### config.mk
export PLATFORM = sky130hd
export DESIGN_NAME = activity_window_detector
export DESIGN_NICKNAME = d
export VERILOG_FILES = /design/src/rtl/actwin_pkg.sv /design/src/rtl/actwin_history.sv /design/src/rtl/actwin_counter.sv /design/src/rtl/actwin_threshold.sv /design/src/rtl/activity_window_detector.sv
export SDC_FILE = /design/constraint.sdc
export NUM_CORES = 1
export LEC_CHECK = 0
export BUFFER_PORTS_ARGS = -buffer_cell sky130_fd_sc_hd__buf_2
export CAP_MARGIN = 25
export CORE_ASPECT_RATIO = 0.9
export CORE_MARGIN = 10
export CORE_UTILIZATION = 55
export CTS_BUF_LIST = sky130_fd_sc_hd__clkbuf_16
export CTS_CLUSTER_SIZE = 20
export DETAILED_ROUTE_END_ITERATION = 10
export GPL_TIMING_DRIVEN = 0
export PLACE_DENSITY = 0.73
export SYNTH_ARGS = -nofsm -noshare
export SYNTH_HDL_FRONTEND = slang
export SYNTH_SLANG_ARGS = --single-unit
### constraint.sdc
create_clock -name clk -period 3.97 [get_ports clk]
set_clock_uncertainty 0.2 [all_clocks]
set_input_delay 0.1985 -clock clk [delete_from_list [all_inputs] [get_ports clk]]
set_output_delay 0.1985 -clock clk [all_outputs]
set_load 0.05 [all_outputs]
### src/rtl/actwin_pkg.sv
package actwin_pkg;

  // Bits needed to hold any value from 0 to n inclusive.
  function automatic int unsigned count_bits(input int unsigned n);
    return (n < 2) ? 1 : $clog2(n + 1);
  endfunction

  // Bits needed to address n entries.
  function automatic int unsigned index_bits(input int unsigned n);
    return (n < 2) ? 1 : $clog2(n);
  endfunction

  // Encoding of the running count update.
  typedef enum logic [1:0] {
    STEP_HOLD = 2'b00,
    STEP_DEC  = 2'b01,
    STEP_INC  = 2'b10,
    STEP_SWAP = 2'b11
  } count_step_e;

endpackage

### src/rtl/actwin_history.sv
module actwin_history #(
  parameter int unsigned WINDOW_LEN = 100,
  parameter int unsigned IW         = actwin_pkg::index_bits(WINDOW_LEN)
) (
  input  logic          clk,
  input  logic          rst,
  input  logic          sample_in,
  output logic          evict_bit,
  output logic [IW-1:0] wr_idx
);

  localparam logic [IW-1:0] LAST_IDX = IW'(WINDOW_LEN - 1);

  // History storage: no reset, so it may map onto a small RAM.
  logic hist_mem [0:WINDOW_LEN-1];
  logic filled_q;
  logic at_last;

  assign at_last = (wr_idx == LAST_IDX);

  always_ff @(posedge clk) begin
    if (rst) begin
      wr_idx   <= '0;
      filled_q <= 1'b0;
    end else begin
      wr_idx <= at_last ? '0 : wr_idx + IW'(1);
      if (at_last) filled_q <= 1'b1;
    end
  end

  always_ff @(posedge clk) begin
    if (!rst) hist_mem[wr_idx] <= sample_in;
  end

  // Until the first wrap, the slot being overwritten was never written
  // since reset and counts as zero.
  assign evict_bit = filled_q & hist_mem[wr_idx];

endmodule

### src/rtl/actwin_counter.sv
module actwin_counter #(
  parameter int unsigned WINDOW_LEN = 100,
  parameter int unsigned CW         = actwin_pkg::count_bits(WINDOW_LEN)
) (
  input  logic          clk,
  input  logic          rst,
  input  logic          add_bit,
  input  logic          sub_bit,
  output logic [CW-1:0] count
);
  import actwin_pkg::*;

  count_step_e step;
  assign step = count_step_e'({add_bit, sub_bit});

  always_ff @(posedge clk) begin
    if (rst) begin
      count <= '0;
    end else begin
      unique case (step)
        STEP_INC: count <= count + CW'(1);
        STEP_DEC: count <= count - CW'(1);
        default:  count <= count;
      endcase
    end
  end

endmodule

### src/rtl/actwin_threshold.sv
module actwin_threshold #(
  parameter int unsigned CW        = 7,
  parameter int unsigned THRESHOLD = 10
) (
  input  logic          clk,
  input  logic          rst,
  input  logic [CW-1:0] count,
  output logic          flag_q
);

  logic above;
  assign above = (32'(count) > THRESHOLD);

  always_ff @(posedge clk) begin
    if (rst) flag_q <= 1'b0;
    else     flag_q <= above;
  end

endmodule

### src/rtl/activity_window_detector.sv
module activity_window_detector #(
  parameter int unsigned WINDOW_LEN = 100,
  parameter int unsigned THRESHOLD  = 10
) (
  input  logic clk,
  input  logic rst,
  input  logic motion_in,
  output logic active_flag
);

  localparam int unsigned IW = actwin_pkg::index_bits(WINDOW_LEN);
  localparam int unsigned CW = actwin_pkg::count_bits(WINDOW_LEN);

  logic          evict_bit;
  logic [IW-1:0] wr_idx;
  logic [CW-1:0] win_count;

  actwin_history #(.WINDOW_LEN(WINDOW_LEN), .IW(IW)) u_hist (
    .clk       (clk),
    .rst       (rst),
    .sample_in (motion_in),
    .evict_bit (evict_bit),
    .wr_idx    (wr_idx)
  );

  actwin_counter #(.WINDOW_LEN(WINDOW_LEN), .CW(CW)) u_cnt (
    .clk     (clk),
    .rst     (rst),
    .add_bit (motion_in),
    .sub_bit (evict_bit),
    .count   (win_count)
  );

  actwin_threshold #(.CW(CW), .THRESHOLD(THRESHOLD)) u_cmp (
    .clk    (clk),
    .rst    (rst),
    .count  (win_count),
    .flag_q (active_flag)
  );

endmodule

==> results.py, run 1 <==
metrics = {
    "status": {
        "status": "completed",
    },
    "setup_path": {
        "critical_path.max_fanout": 10,
        "critical_path_class": "flip-flop to flip-flop",
        "endpoint": "u_cnt.count[6]$_SDFFE_PP0P_",
        "reg2reg_slack_ns": 0.03,
        "ff2ff_path_depth": 16,
        "start_kind": "flip-flop",
        "crit_chain": "buf_8 -> buf_12 -> mux2i_2 -> o22ai_1 -> o21ai_0 -> a21oi_1 -> o31a_1 -> a32o_2 -> ha_4 -> fa_2 -> a21o_1 -> a21oi_2 -> o21bai_1 -> a21oi_2 -> mux2i_1 -> mux2_2",
        "cp-startpoint": "u_hist.wr_idx[0]$_SDFF_PP0_",
        "cp_top_family": "compound AO/OA/AOI/OAI gates",
        "worstPathRequired_ns": 4.07,
        "r2r-end": "u_cnt.count[6]$_SDFFE_PP0P_",
        "path_common_cell": "a21oi_2",
        "max_stage_delay_ns": 0.36,
        "path_buf_inv": 2,
        "reg2reg_from": "u_hist.wr_idx[0]$_SDFF_PP0_",
        "critPathCaptureType": "flip-flop",
        "cp.arrival_ns": 4.03,
        "slowest_stage": "fa_2",
        "path_depth": 16,
    },
    "final_layout": {
        "layout_commonest_cell": "nor2_1",
        "layout-drive-gt1-share_pct": 15.1,
        "area_delta_synth_final_pct": 18.3,
        "final_area_mm2": 0.00635,
        "layout_common_cells": "131 x nor2_1, 100 x edfxtp_1, 28 x nand2_1",
        "diodes": 0,
        "final_nets": 509,
        "final_cells": 637,
    },
    "clocking": {
        "htree_levels": 4,
        "ctsLongestPathBuffers": 2,
        "cts_buffers": 17,
        "cts_tree": "yes",
        "clock-sinks": 116,
        "clk_pin_slew_ns": 0.05,
        "clock_latency_ns": 0.41,
        "cts_root_buf": "clkbuf_16",
    },
    "worst_hold_path": {
        "hp-class": "primary input to flip-flop",
    },
    "placed_design": {
        "placed_cell_area_mm2": 0.00556,
        "io_buffers": 2,
        "place_ws_ns": -0.541,
        "place_inst": 598,
        "hpwl_mm": 8.02,
        "finalWeightedCongestion": 0.970,
    },
    "routing": {
        "first_iter_violations": 398,
        "drtAntennaViolNets": 0,
        "first_pass_iters": 5,
        "vias": 3793,
        "drt_wl_total_mm": 12.8,
        "viasPerCell": 5.95,
        "drc_errors": 0,
        "wl_per_cell_um": 20.2,
    },
    "pwr": {
        "power.leakage_nw": 2.17,
        "vdd_drop_max_mv": 0.415,
        "powerDensity_mw_per_mm2": 473,
    },
    "timing": {
        "rsz0062_at_grt": "true",
        "max_freq_ghz": 0.254,
        "worstMarginPinSlew_ns": 0.806,
        "slew_viol_final": 0,
        "holdWs_ns": 0.123,
        "setup_ws_ns": 0.0347,
        "maxSlewHeadroom_pct": 46.2,
        "period_share_pct": 99.1,
        "tns_ns": 0,
        "setup_viol": 0,
        "hold_viol": 0,
        "period_minus_slack_ns": 3.94,
    },
    "synthesis": {
        "synth_edf_count": 100,
        "yosys.area_share.simple_pct": 15.7,
        "ys_types": 50,
        "synth_top_family_by_area": "simple AND/OR/NAND/NOR gates",
        "synthAdderAreaFrac_pct": 2.00,
        "ys_async_sr_fraction_pct": 0,
        "ys_warn_count": 0,
        "muxShareOfSynthArea_pct": 8.30,
        "synth-xor-area-share_pct": 1.63,
        "synth_compound_area_share_pct": 7.50,
        "synth_flop_cell": "edfxtp_1",
        "synth_nets": 480,
        "ys_ff_latch": 116,
        "syn_avg_cell_area_um2": 11.4,
        "synthCells": 469,
        "ys_seq_area_share_pct": 61.9,
        "syn-cell-area_mm2": 0.00537,
    },
    "die": {
        "die_x_um": 124,
        "fp.dieH_um": 114,
        "fp-row-count": 34,
        "dieArea_mm2": 0.0141,
        "io_pins": 4,
        "coreArea_mm2": 0.00961,
        "initial_core_util_pct": 55.8,
    },
    "grt": {
        "grt_pass1_vias": 3598,
        "use_met1_pct": 25.5,
        "antenna_found_initial": 0,
        "grt_util_met2_pct": 28.1,
        "grt_first_pass_wirelength_mm": 19.8,
        "grt-ovfl-total": 0,
        "grt_max_degree": 53,
        "busiest_layer": "met2",
        "grtUsageTotal_pct": 18.6,
        "use_met3_pct": 4.69,
    },
    "flow_run": {
        "cap_violations": 0,
    },
}
[state kept, by name, indices dropped and copies added (netlist names)]
| register | count |
|---|---|
| u_cmp.flag_q | 1 |
| u_cnt.count | 7 |
| u_hist.filled_q | 1 |
| u_hist.hist_mem | 100 |
| u_hist.wr_idx | 7 |
[final cells by class]
class / count / area, um^2
buffer: 26 / 188
clock buffer: 18 / 450
clock inverter: 14 / 106
fill: 747 / 3260
inverter: 11 / 41.3
multi-input combinational: 315 / 1990
sequential: 116 / 3330
tap: 126 / 158
timing repair buffer: 11 / 90.1
[metal layers]
layer / vias to the layer above / share of wire (%)
met2: 174 / 47
met4: 0 / 1.9
met3: 21 / 8.8
li1: 1730 / -
met5: - / 0
met1: 1868 / 43
[worst min-delay path, stage by stage]
cell      delay (ns)
clkbuf_1        0.22
nor2_1          0.14
mux2_2          0.14
[synthesized netlist by cell type, drive strengths merged, types with 5 or more instances]
cell type | n | share of area, %
o21ai | 7 | 0.65
nand2b | 5 | 0.58
nand2 | 28 | 2.0
inv | 11 | 0.77
mux2i | 31 | 5.8
clkbuf | 14 | 0.98
edfxtp | 100 | 56
nor2 | 132 | 9.2
o22ai | 10 | 1.2
nand3 | 6 | 0.56
nor2b | 10 | 1.2
ha | 7 | 1.6
xnor2 | 8 | 1.3
a21oi | 12 | 1.1
buf | 13 | 1.3
dfxtp | 16 | 6.0
[repair_timing]
action / in CTS / in global routing
buffers inserted: 2 / 6
endpoints found under the setup margin: 3 / 1
resized for setup: 24 / 31
hold buffers: 0 / 0
pin swaps: 1 / 8
[cell families after synthesis]
logic type,after synthesis
flops,116
simple gates,199
compound gates,59
mux,39
fa+ha+maj,8
xor+xnor,10
buf+inv,38
[power breakdown]
group          switching [W]  total (W)  internal (W)  leakage [nW]
logic               0.000141   0.000231     0.0000902         0.846
clock network       0.000503    0.00143      0.000932         0.294
registers         0.00000865    0.00134       0.00133          1.03
total               0.000653    0.00301       0.00235          2.17
[worst min-delay path by stage]
stage | to | from | slack (ns) | cells after the start
floorplan | u_hist.hist_mem[0]$_DFFE_PP_ | motion_in | 0.1 | 0
global placement | u_hist.filled_q$_SDFFE_PP0P_ | u_hist.filled_q$_SDFFE_PP0P_ | 0.26 | 2
detailed placement | u_hist.filled_q$_SDFFE_PP0P_ | u_hist.filled_q$_SDFFE_PP0P_ | 0.28 | 2
CTS | u_cnt.count[6]$_SDFFE_PP0P_ | rst | 0.10 | 3
global route | u_cnt.count[6]$_SDFFE_PP0P_ | rst | 0.15 | 3
finish | u_cnt.count[6]$_SDFFE_PP0P_ | rst | 0.12 | 3
[per-stage QoR]
step / utilization [%] / total power, W
5_1_grt: 66.1 / 0.00308
4_1_cts: 64.5 / 0.00297
3_5_place_dp: 57.8 / 0.00155
3_3_place_gp: 57.6 / 0.00155
6_report: 66.1 / 0.00301
2_1_floorplan: - / 0.00149
No activity file was read; power rests on OpenSTA's default activity.
==> inputs of run 2 (changes only) <==
- CELL_PAD_IN_SITES_DETAIL_PLACEMENT: not set -> 0
- CELL_PAD_IN_SITES_GLOBAL_PLACEMENT: not set -> 1
- CORE_UTILIZATION: 55 -> 46
- PLACE_DENSITY: 0.73 -> 0.75
==> results.py, run 2 (synthesis gave the netlist of run 1 again) <==
metrics = {
    "clocking": {
        "cts_root_buf": "clkbuf_16",
        "ctsLongestPathBuffers": 2,
        "cts_tree": "yes",
        "clock_latency_ns": 0.41,
        "cts_buffers": 17,
        "htree_levels": 4,
        "clk_pin_slew_ns": 0.05,
        "cts_hold_buf": 0,
        "clock-sinks": 116,
    },
    "flow_run": {
        "cap_violations": 0,
    },
    "routing": {
        "vias": 3691,
        "wl_met3_um": 703,
        "wl_per_cell_um": 19.6,
        "drt_wl_total_mm": 13.0,
        "first_iter_violations": 301,
        "viasPerCell": 5.58,
        "highest_layer": "met4",
        "drtAntennaViolNets": 0,
        "first_pass_iters": 5,
        "drc_errors": 0,
        "wl_met2_mm": 6.08,
        "wl_met1_mm": 5.98,
    },
    "pwr": {
        "comb_power_share_pct": 7.4,
        "power.leakage_nw": 2.15,
        "swShare_pct": 21.5,
        "powerDensity_mw_per_mm2": 487,
        "internal_power_w": 0.00245,
        "power.total_w": 0.00312,
        "clkPwrFrac_pct": 49.6,
        "p_seq_share_pct": 43.0,
        "switching_power_w": 0.000670,
        "vdd_drop_max_mv": 0.358,
    },
    "timing": {
        "maxSlewHeadroom_pct": 48.2,
        "rsz0062_at_grt": "true",
        "period_share_pct": 99.6,
        "slew_viol_final": 0,
        "setup_viol": 0,
        "tns_ns": 0,
        "period_minus_slack_ns": 3.96,
        "hold_viol": 0,
        "max_freq_ghz": 0.253,
        "worstMarginPinSlew_ns": 0.777,
        "holdWs_ns": 0.0944,
        "setup_ws_ns": 0.0147,
    },
    "placed_design": {
        "finalWeightedCongestion": 0.886,
        "hpwl_mm": 8.47,
        "place_ws_ns": -0.591,
        "io_buffers": 2,
    },
    "grt": {
        "grt_pass1_vias": 3677,
        "grt-ovfl-total": 0,
        "grt_first_pass_wirelength_mm": 20.5,
        "grtUsageTotal_pct": 16.6,
        "grt_max_degree": 69,
        "antenna_found_initial": 0,
    },
    "final_layout": {
        "diodes": 0,
        "regMostFlops": "u_hist.hist_mem",
        "layout-drive-gt1-share_pct": 15.2,
        "largest_reg_flops": 100,
        "layout_common_cells": "130 x nor2_1, 100 x edfxtp_1, 28 x nand2_1",
        "layout_commonest_cell": "nor2_1",
        "area_delta_synth_final_pct": 19.2,
        "reg_top3": "u_hist.hist_mem (100), u_cnt.count (7), u_hist.wr_idx (7)",
        "final_nets": 504,
    },
    "setup_path": {
        "critical_path.max_fanout": 7,
        "cp.arrival_ns": 4.06,
        "worstPathRequired_ns": 4.08,
        "start_kind": "flip-flop",
        "critPathCaptureType": "flip-flop",
        "critical_path_class": "flip-flop to flip-flop",
    },
    "status": {
        "status": "completed",
    },
    "die": {
        "fp.dieH_um": 122,
        "io_pins": 4,
        "die_x_um": 134,
        "dieArea_mm2": 0.0164,
        "initial_core_util_pct": 47.0,
        "coreArea_mm2": 0.0114,
        "fp-row-count": 37,
    },
    "worst_hold_path": {
        "hp-class": "primary input to flip-flop",
    },
}
## run 2: cell count changes in the layout (fill, tap and decap cells not counted), sizes merged
cell / delta
clkinvlp: +1
bufinv: +2
buf: -6
inv: -3
clkinv: +1
## run 2: cell type report
cell class	count	area, um^2
clock buffers	17	425
multi-input cells	315	2000
flip-flops and latches	116	3330
inverters	11	41.3
plain buffers	26	183
fillers	990	5030
well taps	156	195
repair buffers	6	52.6
clock inverters	15	173
## run 2: per-stage QoR
step                utilization, %  std cells  instance area [um^2]
floorplan                        -        469                  5370
global placement              48.7        627                  5570
detailed placement            48.9        628                  5590
CTS                           55.4        661                  6340
global route                  56.0        662                  6400
finish                        56.0        662                  6400
## run 2: per-layer routing
metal / vias to the layer above / global-route usage (%)
met3: 22 / 3.72
li1: 1732 / -
met1: 1825 / 21.9
met5: - / 0
met4: 0 / 6.59
met2: 112 / 26.1
## run 2: path summary, 6_finish.rpt
kind	slack, ns	start	cells past startpoint	to
worst min register to register	0.30	u_hist.filled_q$_SDFFE_PP0P_	2	u_hist.filled_q$_SDFFE_PP0P_
worst max-delay path	0.01	u_hist.wr_idx[0]$_SDFF_PP0_	14	u_cnt.count[6]$_SDFFE_PP0P_
worst min-delay path	0.09	rst	3	u_cnt.count[6]$_SDFFE_PP0P_
worst max register to register	0.01	u_hist.wr_idx[0]$_SDFF_PP0_	14	u_cnt.count[6]$_SDFFE_PP0P_
## run 2: critical path: stages, from the launching register on
cell       delay (ns)
dfxtp_2          0.34
buf_8            0.15
mux4_2           0.51
mux2_4           0.31
o22ai_4          0.19
o2111ai_2        0.12
a32o_2           0.32
ha_4             0.18
fa_2             0.35
a21o_1           0.19
a21oi_2          0.16
o21bai_1         0.09
a21oi_2          0.16
mux2i_1          0.23
mux2_2           0.35
## run 2: repair_timing
action,in CTS,in global routing
buffers inserted,2,1
hold endpoints to repair,0,0
pin swaps,3,5
endpoints found under the setup margin,3,1
resized for setup,38,14
## run 2: power by group through the flow
stage | Sequential (W) | Clock [W] | Combinational, W
after floorplan | 0.00136 | 0 | 0.000127
after global placement | 0.00136 | 0 | 0.000198
after detailed placement | 0.00136 | 0 | 0.000201
after CTS | 0.00134 | 0.00157 | 0.000220
after global routing | 0.00134 | 0.00162 | 0.000247
final | 0.00134 | 0.00155 | 0.000230
==> inputs of run 3 (changes only) <==
- CORE_ASPECT_RATIO: 0.9 -> not set
- SLEW_MARGIN: not set -> 20
==> results.py, run 3 (synthesis gave the netlist of run 1 again) <==
metrics = {
    "final_layout": {
        "reg_top3": "u_hist.hist_mem (100), u_cnt.count (7), u_hist.wr_idx (7)",
        "largest_reg_flops": 100,
        "regMostFlops": "u_hist.hist_mem",
        "layout_commonest_cell": "nor2_1",
        "final_cells": 650,
        "layout_common_cells": "131 x nor2_1, 100 x edfxtp_1, 28 x nand2_1",
        "diodes": 0,
        "final_nets": 507,
        "final_util_pct": 55.9,
        "area_delta_synth_final_pct": 18.9,
        "layout-drive-gt1-share_pct": 16.4,
    },
    "setup_path": {
        "slowest_stage": "mux4_2",
        "cp_top_family": "multiplexers",
        "cp.arrival_ns": 4.02,
        "crit_chain": "buf_12 -> mux4_2 -> mux2_4 -> o22ai_2 -> o2111ai_2 -> a32o_2 -> ha_4 -> fa_2 -> a21o_1 -> a21oi_2 -> o21bai_1 -> a21oi_2 -> mux2i_1 -> mux2_2",
        "critical_path.max_fanout": 8,
        "start_kind": "flip-flop",
        "path_common_cell": "a21oi_2",
        "critPathCaptureType": "flip-flop",
        "critical_path_class": "flip-flop to flip-flop",
        "path_buf_inv": 1,
        "max_stage_delay_ns": 0.49,
        "worstPathRequired_ns": 4.07,
    },
    "routing": {
        "drt_wl_total_mm": 13.1,
        "drc_errors": 0,
        "drtAntennaViolNets": 0,
        "first_iter_violations": 337,
        "viasPerCell": 5.61,
        "vias": 3646,
        "wl_per_cell_um": 20.2,
        "first_pass_iters": 4,
    },
    "pwr": {
        "vdd_drop_max_mv": 0.248,
        "power.leakage_nw": 2.15,
        "powerDensity_mw_per_mm2": 477,
    },
    "timing": {
        "hold_viol": 0,
        "rsz0062_at_grt": "true",
        "setup_viol": 0,
        "worstMarginPinSlew_ns": 0.873,
        "slew_viol_final": 0,
        "maxSlewHeadroom_pct": 41.8,
        "period_minus_slack_ns": 3.93,
        "setup_ws_ns": 0.0446,
        "tns_ns": 0,
        "max_freq_ghz": 0.255,
        "period_share_pct": 98.9,
    },
    "die": {
        "initial_core_util_pct": 47.0,
        "fp-row-count": 39,
        "dieArea_mm2": 0.0164,
        "io_pins": 4,
        "coreArea_mm2": 0.0114,
        "die_x_um": 128,
        "fp.dieH_um": 128,
    },
    "clocking": {
        "ctsLongestPathBuffers": 2,
        "cts_tree": "yes",
        "cts_root_buf": "clkbuf_16",
        "clock-sinks": 116,
        "clk_pin_slew_ns": 0.05,
        "cts_buffers": 17,
        "htree_levels": 4,
        "clock_latency_ns": 0.41,
        "cts_hold_buf": 0,
    },
    "grt": {
        "grtUsageTotal_pct": 16.4,
        "antenna_found_initial": 0,
        "grt_pass1_vias": 3641,
        "grt_max_degree": 102,
        "grt-ovfl-total": 0,
        "grt_first_pass_wirelength_mm": 20.4,
    },
    "flow_run": {
        "cap_violations": 0,
    },
    "placed_design": {
        "finalWeightedCongestion": 0.873,
        "place_ws_ns": -0.539,
        "hpwl_mm": 8.27,
        "io_buffers": 2,
        "place_inst": 614,
    },
    "status": {
        "status": "completed",
    },
    "worst_hold_path": {
        "hp-class": "primary input to flip-flop",
    },
}
==> run 3: changes by cell type in the layout (fill, tap and decap cells not counted), sizes merged <==
cell	change
buf	+6
bufinv	-1
clkbuf	-3
clkinv	+1
clkinvlp	+1
inv	-3
==> run 3: layout make-up <==
class | count | area (um^2)
tap | 143 | 179
fill | 1019 | 5040
inverter | 11 | 41.3
multi-input combinational | 315 | 2000
timing repair buffer | 9 | 65.1
buffer | 26 | 200
sequential | 116 | 3330
clock buffer | 17 | 425
clock inverter | 13 | 143
==> run 3: worst paths after layout <==
check | startpoint | to | slack (ns) | cells after the start
max | u_hist.wr_idx[0]$_SDFF_PP0_ | u_cnt.count[6]$_SDFFE_PP0P_ | 0.04 | 14
min reg2reg | u_hist.filled_q$_SDFFE_PP0P_ | u_hist.filled_q$_SDFFE_PP0P_ | 0.30 | 2
max reg2reg | u_hist.wr_idx[0]$_SDFF_PP0_ | u_cnt.count[6]$_SDFFE_PP0P_ | 0.04 | 14
min | rst | u_cnt.count[6]$_SDFFE_PP0P_ | 0.1 | 3
==> run 3: where the power goes <==
part	internal, W	switching (W)
clock network	0.000964	0.000513
registers	0.00133	0.00000865
logic	0.0000881	0.000141
==> run 3: metrics by stage <==
step	cell area [um^2]	total power [W]	hold slack (ns)
after global routing	6380	0.00314	0.124
after detailed placement	5560	0.00156	0.283
final	6380	0.00305	0.0990
after CTS	6280	0.00305	0.0902
after global placement	5560	0.00156	0.278
after floorplan	5370	0.00149	0.0974
==> run 3: per-layer routing <==
metal,share of wire [%],track usage [%],vias to the layer above
met5,0,0,-
met4,1.7,5.83,0
met3,3.7,3.72,23
met2,48,25.2,88
met1,47,22.3,1807
li1,-,-,1728
==> run 3: tightest hold or removal path: cells and delay by family <==
| kind | cells | cell delay [ns] |
|---|---|---|
| buffers and inverters | 1 | 0.20 |
| and+or+nand+nor | 1 | 0.14 |
| muxes | 1 | 0.14 |
==> run 3: what timing repair did <==
action,in CTS,in global routing
endpoints found under the setup margin,3,1
pin swaps,3,9
resized for setup,35,23
buffers inserted,2,5
